===== src/rtl/tach_pkg.sv =====
package tach_pkg;

  localparam int HALL_LINES_DEF  = 3;
  localparam int ON_W_DEF        = 16;
  localparam int SYNC_STAGES_DEF = 2;

  // Cycles after internal reset before edges are accepted: the synchronizer
  // must be filled and the previous-value register loaded once.
  function automatic int arm_cycles(input int stages);
    return stages + 2;
  endfunction

endpackage


===== src/rtl/tach_rst_sync.sv =====
module tach_rst_sync #(
  parameter int STAGES = 2
) (
  input  logic clk,
  input  logic arst_n,
  output logic rst_n_o
);

  logic [STAGES-1:0] chain_q;
  logic [STAGES-1:0] chain_d;

  always_comb begin
    chain_d = {chain_q[STAGES-2:0], 1'b1};
  end

  always_ff @(posedge clk or negedge arst_n) begin
    if (!arst_n) begin
      chain_q <= '0;
    end else begin
      chain_q <= chain_d;
    end
  end

  assign rst_n_o = chain_q[STAGES-1];

endmodule


===== src/rtl/tach_hall_sync.sv =====
module tach_hall_sync #(
  parameter int LINES  = 3,
  parameter int STAGES = 2
) (
  input  logic             clk,
  input  logic             rst_n,
  input  logic [LINES-1:0] hall_raw_i,
  output logic [LINES-1:0] hall_s_o
);

  for (genvar ln = 0; ln < LINES; ln++) begin : g_line
    logic [STAGES-1:0] ff_q;
    logic [STAGES-1:0] ff_d;

    always_comb begin
      ff_d = {ff_q[STAGES-2:0], hall_raw_i[ln]};
    end

    always_ff @(posedge clk or negedge rst_n) begin
      if (!rst_n) begin
        ff_q <= '0;
      end else begin
        ff_q <= ff_d;
      end
    end

    assign hall_s_o[ln] = ff_q[STAGES-1];
  end

endmodule


===== src/rtl/tach_edge_det.sv =====
module tach_edge_det #(
  parameter int LINES    = 3,
  parameter int ARM_CYC  = 4,
  localparam int ARM_W   = $clog2(ARM_CYC + 1)
) (
  input  logic             clk,
  input  logic             rst_n,
  input  logic [LINES-1:0] hall_s_i,
  output logic             trig_o
);

  logic [LINES-1:0] prev_q, prev_d;
  logic [ARM_W-1:0] arm_cnt_q, arm_cnt_d;
  logic             armed_q, armed_d;
  logic             arm_en;
  logic             any_change;

  always_comb begin
    prev_d     = hall_s_i;
    arm_en     = !armed_q;
    arm_cnt_d  = arm_cnt_q + 1'b1;
    armed_d    = (arm_cnt_q == ARM_W'(ARM_CYC - 1));
    any_change = |(hall_s_i ^ prev_q);
    trig_o     = armed_q & any_change;
  end

  always_ff @(posedge clk or negedge rst_n) begin
    if (!rst_n) begin
      prev_q <= '0;
    end else begin
      prev_q <= prev_d;
    end
  end

  always_ff @(posedge clk or negedge rst_n) begin
    if (!rst_n) begin
      arm_cnt_q <= '0;
      armed_q   <= 1'b0;
    end else if (arm_en) begin
      arm_cnt_q <= arm_cnt_d;
      armed_q   <= armed_d;
    end
  end


  steady_no_trig_chk: assert property (@(posedge clk) disable iff (!rst_n)
    $stable(hall_s_i) && $past(rst_n) |-> !trig_o);


  armed_sticky_chk: assert property (@(posedge clk) disable iff (!rst_n)
    armed_q |=> armed_q);

endmodule


===== src/rtl/tach_pulse_timer.sv =====
module tach_pulse_timer #(
  parameter int ON_W = 16
) (
  input  logic            clk,
  input  logic            rst_n,
  input  logic            trig_i,
  input  logic [ON_W-1:0] on_time_i,
  output logic            tach_o
);

  logic [ON_W-1:0] cnt_q, cnt_d;
  logic            cnt_en;
  logic            tach_q, tach_d;

  always_comb begin
    cnt_en = trig_i | (cnt_q != '0);
    if (trig_i) begin
      cnt_d = on_time_i;
    end else begin
      cnt_d = cnt_q - 1'b1;
    end
    tach_d = cnt_en ? (cnt_d != '0) : 1'b0;
  end

  always_ff @(posedge clk or negedge rst_n) begin
    if (!rst_n) begin
      cnt_q <= '0;
    end else if (cnt_en) begin
      cnt_q <= cnt_d;
    end
  end

  always_ff @(posedge clk or negedge rst_n) begin
    if (!rst_n) begin
      tach_q <= 1'b0;
    end else begin
      tach_q <= tach_d;
    end
  end

  assign tach_o = tach_q;


  load_chk: assert property (@(posedge clk) disable iff (!rst_n)
    trig_i && (on_time_i != '0) |=> tach_o && (cnt_q == $past(on_time_i)));


  count_down_chk: assert property (@(posedge clk) disable iff (!rst_n)
    !trig_i && (cnt_q != '0) |=> cnt_q == $past(cnt_q) - 1'b1);


  zero_cancel_chk: assert property (@(posedge clk) disable iff (!rst_n)
    trig_i && (on_time_i == '0) |=> !tach_o);


  rise_needs_trig_chk: assert property (@(posedge clk) disable iff (!rst_n)
    $rose(tach_o) |-> $past(trig_i));

endmodule


===== src/rtl/tach_oneshot.sv =====
module tach_oneshot #(
  parameter int HALL_LINES  = tach_pkg::HALL_LINES_DEF,
  parameter int ON_W        = tach_pkg::ON_W_DEF,
  parameter int SYNC_STAGES = tach_pkg::SYNC_STAGES_DEF
) (
  input  logic                  clk,
  input  logic                  rst_n,
  input  logic [HALL_LINES-1:0] hall_i,
  input  logic [ON_W-1:0]       on_time_i,
  output logic                  tach_o
);

  localparam int ARM_CYC = tach_pkg::arm_cycles(SYNC_STAGES);

  logic                  rst_n_int;
  logic [HALL_LINES-1:0] hall_s;
  logic                  trig;

  tach_rst_sync #(.STAGES(2)) u_rst (
    .clk     (clk),
    .arst_n  (rst_n),
    .rst_n_o (rst_n_int)
  );

  tach_hall_sync #(.LINES(HALL_LINES), .STAGES(SYNC_STAGES)) u_sync (
    .clk        (clk),
    .rst_n      (rst_n_int),
    .hall_raw_i (hall_i),
    .hall_s_o   (hall_s)
  );

  tach_edge_det #(.LINES(HALL_LINES), .ARM_CYC(ARM_CYC)) u_edge (
    .clk      (clk),
    .rst_n    (rst_n_int),
    .hall_s_i (hall_s),
    .trig_o   (trig)
  );

  tach_pulse_timer #(.ON_W(ON_W)) u_timer (
    .clk       (clk),
    .rst_n     (rst_n_int),
    .trig_i    (trig),
    .on_time_i (on_time_i),
    .tach_o    (tach_o)
  );


  reset_low_chk: assert property (@(posedge clk)
    !rst_n |-> !tach_o);

endmodule


===== config.mk =====
export PLATFORM = sky130hd
export DESIGN_NAME = tach_oneshot
export DESIGN_NICKNAME = d
export VERILOG_FILES = /design/src/rtl/tach_pkg.sv /design/src/rtl/tach_rst_sync.sv /design/src/rtl/tach_hall_sync.sv /design/src/rtl/tach_edge_det.sv /design/src/rtl/tach_pulse_timer.sv /design/src/rtl/tach_oneshot.sv
export SDC_FILE = /design/constraint.sdc
export NUM_CORES = 1
export LEC_CHECK = 0
export BUFFER_PORTS_ARGS = -buffer_cell sky130_fd_sc_hd__buf_2
export CAP_MARGIN = 20
export CORE_ASPECT_RATIO = 1.2
export CORE_MARGIN = 5
export CORE_UTILIZATION = 35
export CTS_CLUSTER_SIZE = 40
export DETAILED_ROUTE_END_ITERATION = 7
export PLACE_DENSITY_LB_ADDON = 0.1
export SYNTH_ARGS = -nofsm -noshare
export SYNTH_HDL_FRONTEND = slang
export SYNTH_SLANG_ARGS = --single-unit

===== constraint.sdc =====
create_clock -name clk -period 1.08 [get_ports clk]
set_input_delay 0.054 -clock clk [delete_from_list [all_inputs] [get_ports clk]]
set_output_delay 0.054 -clock clk [all_outputs]
set_load 0.01 [all_outputs]

# After elaboration in Yosys (flattened, before gate mapping)
# Cells that the tools add are included.
# classes
add_sub_neg,2
n_eq_ne,1
n_mux,3
n_bitwise,3
reduce_logical,3
# ops
cell,count
$reduce_bool A16 Y1,2
$mux W16,1
$sub A16 B1 Y16 const B,1
$add A3 B1 Y3 const B,1
$eq A3 B2 Y1 const B,1
$reduce_or A3 Y1,1
$xor A3 B3 Y3,1
$mux W1,2
$and A1 B1 Y1,1
$or A1 B1 Y1,1
# word_totals
reg_bits,32
input_bits,21
out_inout_bits,1

# Logic depth before layout (Yosys ltp)
# depth
word_depth,6
mapped_depth,8
ltp_nobuf,8

# By module
# Synthesis repeated with hierarchy kept, for this count alone.
# hier_totals
hier_cells,167
area_unflattened_um2,1702.9
# by_module_without_submodules
module,instances,cells_each,area_per_inst_um2
tach_pulse_timer,1,137,1201.2
tach_edge_det,1,18,275.3
tach_hall_sync,1,9,172.7
tach_rst_sync,1,3,53.8

# Worst setup path before layout
# No wires, ideal clock.
# synth_timing
path_type,reg2reg
from,register u_timer.cnt_q[5]
to,register u_timer.cnt_q[15]
setup_time_ns,0.125
arrival_time_ns,1.854
t_required_ns,0.955
slack_ns,-0.899
path_stages_with_launch,7
n_path_buf,1
synth_period_minus_slack_ns,1.979
path_cell_list,dfrtp_1 -> nor4_4 -> nand2_2 -> or4_4 -> buf_6 -> a21boi_1 -> mux2_2
# synth_via
elab_chain_len,2
elab_cells_between_ends,4
# synth_lines
element,line,text
from (decl),tach_pulse_timer.sv:11,"logic [ON_W-1:0] cnt_q, cnt_d;"
from (signal assigned),tach_pulse_timer.sv:29,cnt_q <= cnt_d;
$sub A16 B1 Y16 or $reduce_bool A16 Y1 (tied branches),"tach_pulse_timer.sv:20, tach_pulse_timer.sv:16",
$mux W16 or $or A1 B1 Y1 (tied branches),"tach_pulse_timer.sv:17, tach_pulse_timer.sv:16",
# Several ways; a longest one is shown, not always the timed one.
# A chain may end at the register's enable or synchronous reset.

# Worst setup path in the final report
# layout_timing
from,register u_timer.cnt_q[5]
to,register u_timer.cnt_q[1]
# layout_via
elab_chain_len,2
# layout_lines
element,line,text
$reduce_bool A16 Y1,tach_pulse_timer.sv:16,cnt_en = trig_i | (cnt_q != '0);
$or A1 B1 Y1,tach_pulse_timer.sv:16,
# Every way passes these cells.

==> flow_metrics.env <==
export IMPL_status="finished, violations left"
export IMPL_violations="setup timing"
export IMPL_grt_pass1_wl_um=6310
export IMPL_finalNonFillerCells=290
export IMPL_clk_path_buf_depth=2
export IMPL_slowest_stage="or4_4"
export IMPL_syn_nets=178
export IMPL_finClkSkew_ps=9.98
export IMPL_place_area_sq_um=2020
export IMPL_drtAntennaViolNets=0
export IMPL_path_class="register to register"
export IMPL_initial_core_util=0.364
export IMPL_synth_compound_area_frac=0.0904
export IMPL_yosys_register_bits=32
export IMPL_drt_drc_violations_left=0
export IMPL_io_pins=22
export IMPL_fillers=412
export IMPL_grt_antenna_before_repair=0
export IMPL_hold_violations=0
export IMPL_period_needed_ps=1910
export IMPL_crit_chain="nor4_4 -> nand2_2 -> or4_4 -> nor2_1 -> a21oi_1 -> mux2_2"
export IMPL_p_per_area_nw_per_um2=1240
export IMPL_grt_pass1_vias=1430
export IMPL_setup_viol=17
export IMPL_synth_top_family_by_area="simple AND/OR/NAND/NOR gates"
export IMPL_multi_input_area_sq_um=805
export IMPL_leakage_nw=1.08
export IMPL_first_iter_violations=72
export IMPL_cts_max_level=2
export IMPL_crit_required_ps=1250
export IMPL_die_y_um=83.2
export IMPL_fp_row_count=26
export IMPL_netlist_area_sq_um=1560
export IMPL_muxShareOfSynthArea=0.0480
export IMPL_synth_fa_ha_area_frac=0.0240
export IMPL_vdd_drop_max_mv=0.844
export IMPL_io_buffers=21
export IMPL_syn_area_per_cell_sq_um=10.2
export IMPL_dieArea_sq_um=5910
export IMPL_firstDrtPassIters=4
export IMPL_rsz0062_at_grt="true"
export IMPL_vias_per_cell=4.67
export IMPL_synth_simple_area_share=0.210
export IMPL_vias=1353
export IMPL_finalMaxSlewViolations=0
export IMPL_num_nets_final=257
export IMPL_wl_per_cell_um=12.1
export IMPL_cap_violations=0
export IMPL_n_antenna_cell=0
export IMPL_finalCritPeriodShare=1.77
export IMPL_die_w_um=71.0
export IMPL_worst_setup_path_end_kind="register"
export IMPL_worst_path_max_fanout=5
export IMPL_dp_hpwl_um=2630
export IMPL_tritoncts_num_buffers=5
export IMPL_cts_tree="yes"
export IMPL_max_stage_delay_ps=480
export IMPL_grt_max_degree=18
export IMPL_clk_pin_slew_ps=70
export IMPL_crit_path_start_kind="register"
export IMPL_synth_cell_type_count=35
export IMPL_drt_total_wl_um=3500
export IMPL_worstHoldPathCells=3
export IMPL_post_route_cell_area_sq_um=2330
export IMPL_area_growth_pct=48.9
export IMPL_routabilityCongestion=0.874
export IMPL_clockRootBuffer="clkbuf_8"
export IMPL_max_freq_ghz=0.525
export IMPL_dp_cells=266
export IMPL_numClockSinks=32
export IMPL_grt_use_total=0.134
export IMPL_drive_gt1_frac=0.393
export IMPL_reg2reg_depth=6
export IMPL_core_area_sq_um=4290
export IMPL_ff_latch_area_sq_um=801
export IMPL_synth_xor_area_share=0.0896
export IMPL_ys_seq_area_frac=0.512
export IMPL_fin_ws_ps=-826
export IMPL_grt_ovfl_total=0
export IMPL_arrival_ps=2080
export IMPL_hp_class="input port to register"
export IMPL_ys_warn_count=0
export IMPL_clk_latency_ps=290
export IMPL_postSynthCellCount=154
flip-flops by register name (all words and copies together) (netlist names):
signal / flops
u_rst.chain_q: 2
u_edge.armed_q: 1
u_sync.g_line.ff_q: 6
u_edge.arm_cnt_q: 3
u_edge.prev_q: 3
u_timer.tach_o: 1
u_timer.cnt_q: 16
repair_timing:
action                                  CTS  global route
pin swaps                                 1             5
hold endpoints to repair                 14             0
gates cloned                              0             0
endpoints found under the setup margin   18            19
setup buffers                             1             2
hold buffers                             13             0
gates resized for setup                   6            14
synthesized netlist by cell type:
cell	n	area, sq um
xor2_1	7	61.3
o22a_1	1	8.76
inv_1	4	15.0
a41oi_1	1	8.76
or4_4	1	11.3
nor2_1	16	60.1
a21oi_1	2	10.0
a21boi_1	1	7.51
clkbuf_1	3	11.3
nor4_4	1	21.3
nand3_1	6	30.0
buf_6	1	11.3
nor4_1	3	18.8
or2_2	2	12.5
dfrtp_1	32	801
or3_1	1	6.26
o31a_1	1	8.76
nand2_2	2	12.5
xnor2_1	9	78.8
or4_1	1	7.51
a21o_1	1	7.51
o31ai_1	2	15.0
nor3_1	7	35.0
a31oi_1	1	6.26
mux2_2	4	45.0
conb_1	1	3.75
nand2b_2	1	8.76
ha_1	3	37.5
nor4_2	1	12.5
a22o_1	1	8.76
nand2_1	20	75.1
mux2i_1	3	30.0
nand4_1	1	6.26
o21ai_0	12	60.1
nor3_2	1	10.0
area by class of cell:
type / count / share of cell area
inverter: 4 / 0.00645
tap: 56 / 0.0301
sequential: 32 / 0.344
clock buffer: 5 / 0.0296
multi-input combinational: 114 / 0.346
timing repair buffer: 76 / 0.236
clock inverter: 3 / 0.00806
per-layer routing:
layer  vias to the layer above  track usage  part of all wire
met5                         -            0                 0
met4                         0       0.0462             0.016
met3                         6       0.0386             0.045
met2                        26        0.203              0.46
met1                       637        0.181              0.48
li1                        684            -                 -
worst paths after layout:
path                                               from                                  to  slack [ps]
max                        u_timer.cnt_q[5]$_DFFE_PN0P_        u_timer.cnt_q[1]$_DFFE_PN0P_        -830
min                                       on_time_i[12]       u_timer.cnt_q[12]$_DFFE_PN0P_           7
max reg2reg                u_timer.cnt_q[5]$_DFFE_PN0P_        u_timer.cnt_q[1]$_DFFE_PN0P_        -830
min reg2reg                  u_rst.chain_q[1]$_DFF_PN0_  u_sync.g_line[1].ff_q[0]$_DFF_PN0_         200
max in group asynchronous    u_rst.chain_q[1]$_DFF_PN0_        u_timer.cnt_q[7]$_DFFE_PN0P_         660
min in group asynchronous                         rst_n          u_rst.chain_q[0]$_DFF_PN0_          80
cell families (layout without fill, tap and decap cells):
family,after synthesis,after routing
other,1,1
flip-flops,32,32
adder cells (fa/ha/maj),3,3
AO/OA/AOI/OAI,23,23
buffers and inverters,8,88
multiplexers,7,7
XOR/XNOR,16,16
AND/OR/NAND/NOR,64,64
critical path: cells and delay by family, from the launching register on:
family	cells	cell delay (ps)
AO/OA/AOI/OAI	1	50
flip-flops	1	410
multiplexers	1	250
AND/OR/NAND/NOR	4	1080
per-stage QoR:
step           setup TNS (ps)  hold WS, ps  utilization  setup slack, ps  total power [W]
2_1_floorplan          -11190         -242            -             -843          0.00165
3_3_place_gp           -11770         -162        0.471             -775          0.00194
3_5_place_dp           -12150         -158        0.471             -805          0.00195
4_1_cts                -12020        0.730        0.529             -796          0.00292
5_1_grt                -13090         9.11        0.542             -889          0.00306
6_report               -11860         7.31        0.542             -826          0.00289
where the power goes:
group,switching [W],leakage [nW],internal [W]
clock network,0.000449,0.0479,0.000448
registers,0.0000727,0.371,0.00128
logic,0.000282,0.659,0.000355
total,0.000804,1.08,0.00209
placed cells by master, fill, tap and decap left out, drive strengths merged, types with 4 or more instances in the layout:
master	Yosys	final
dlygate4sd3	0	13
nor2	16	16
clkbuf	3	5
nand2	22	22
nor4	5	5
mux2	4	4
buf	1	63
xnor2	9	9
nor3	8	8
xor2	7	7
inv	4	4
dfrtp	32	32
o21ai	12	12
nand3	6	6
(Power assumes the default switching activity.)
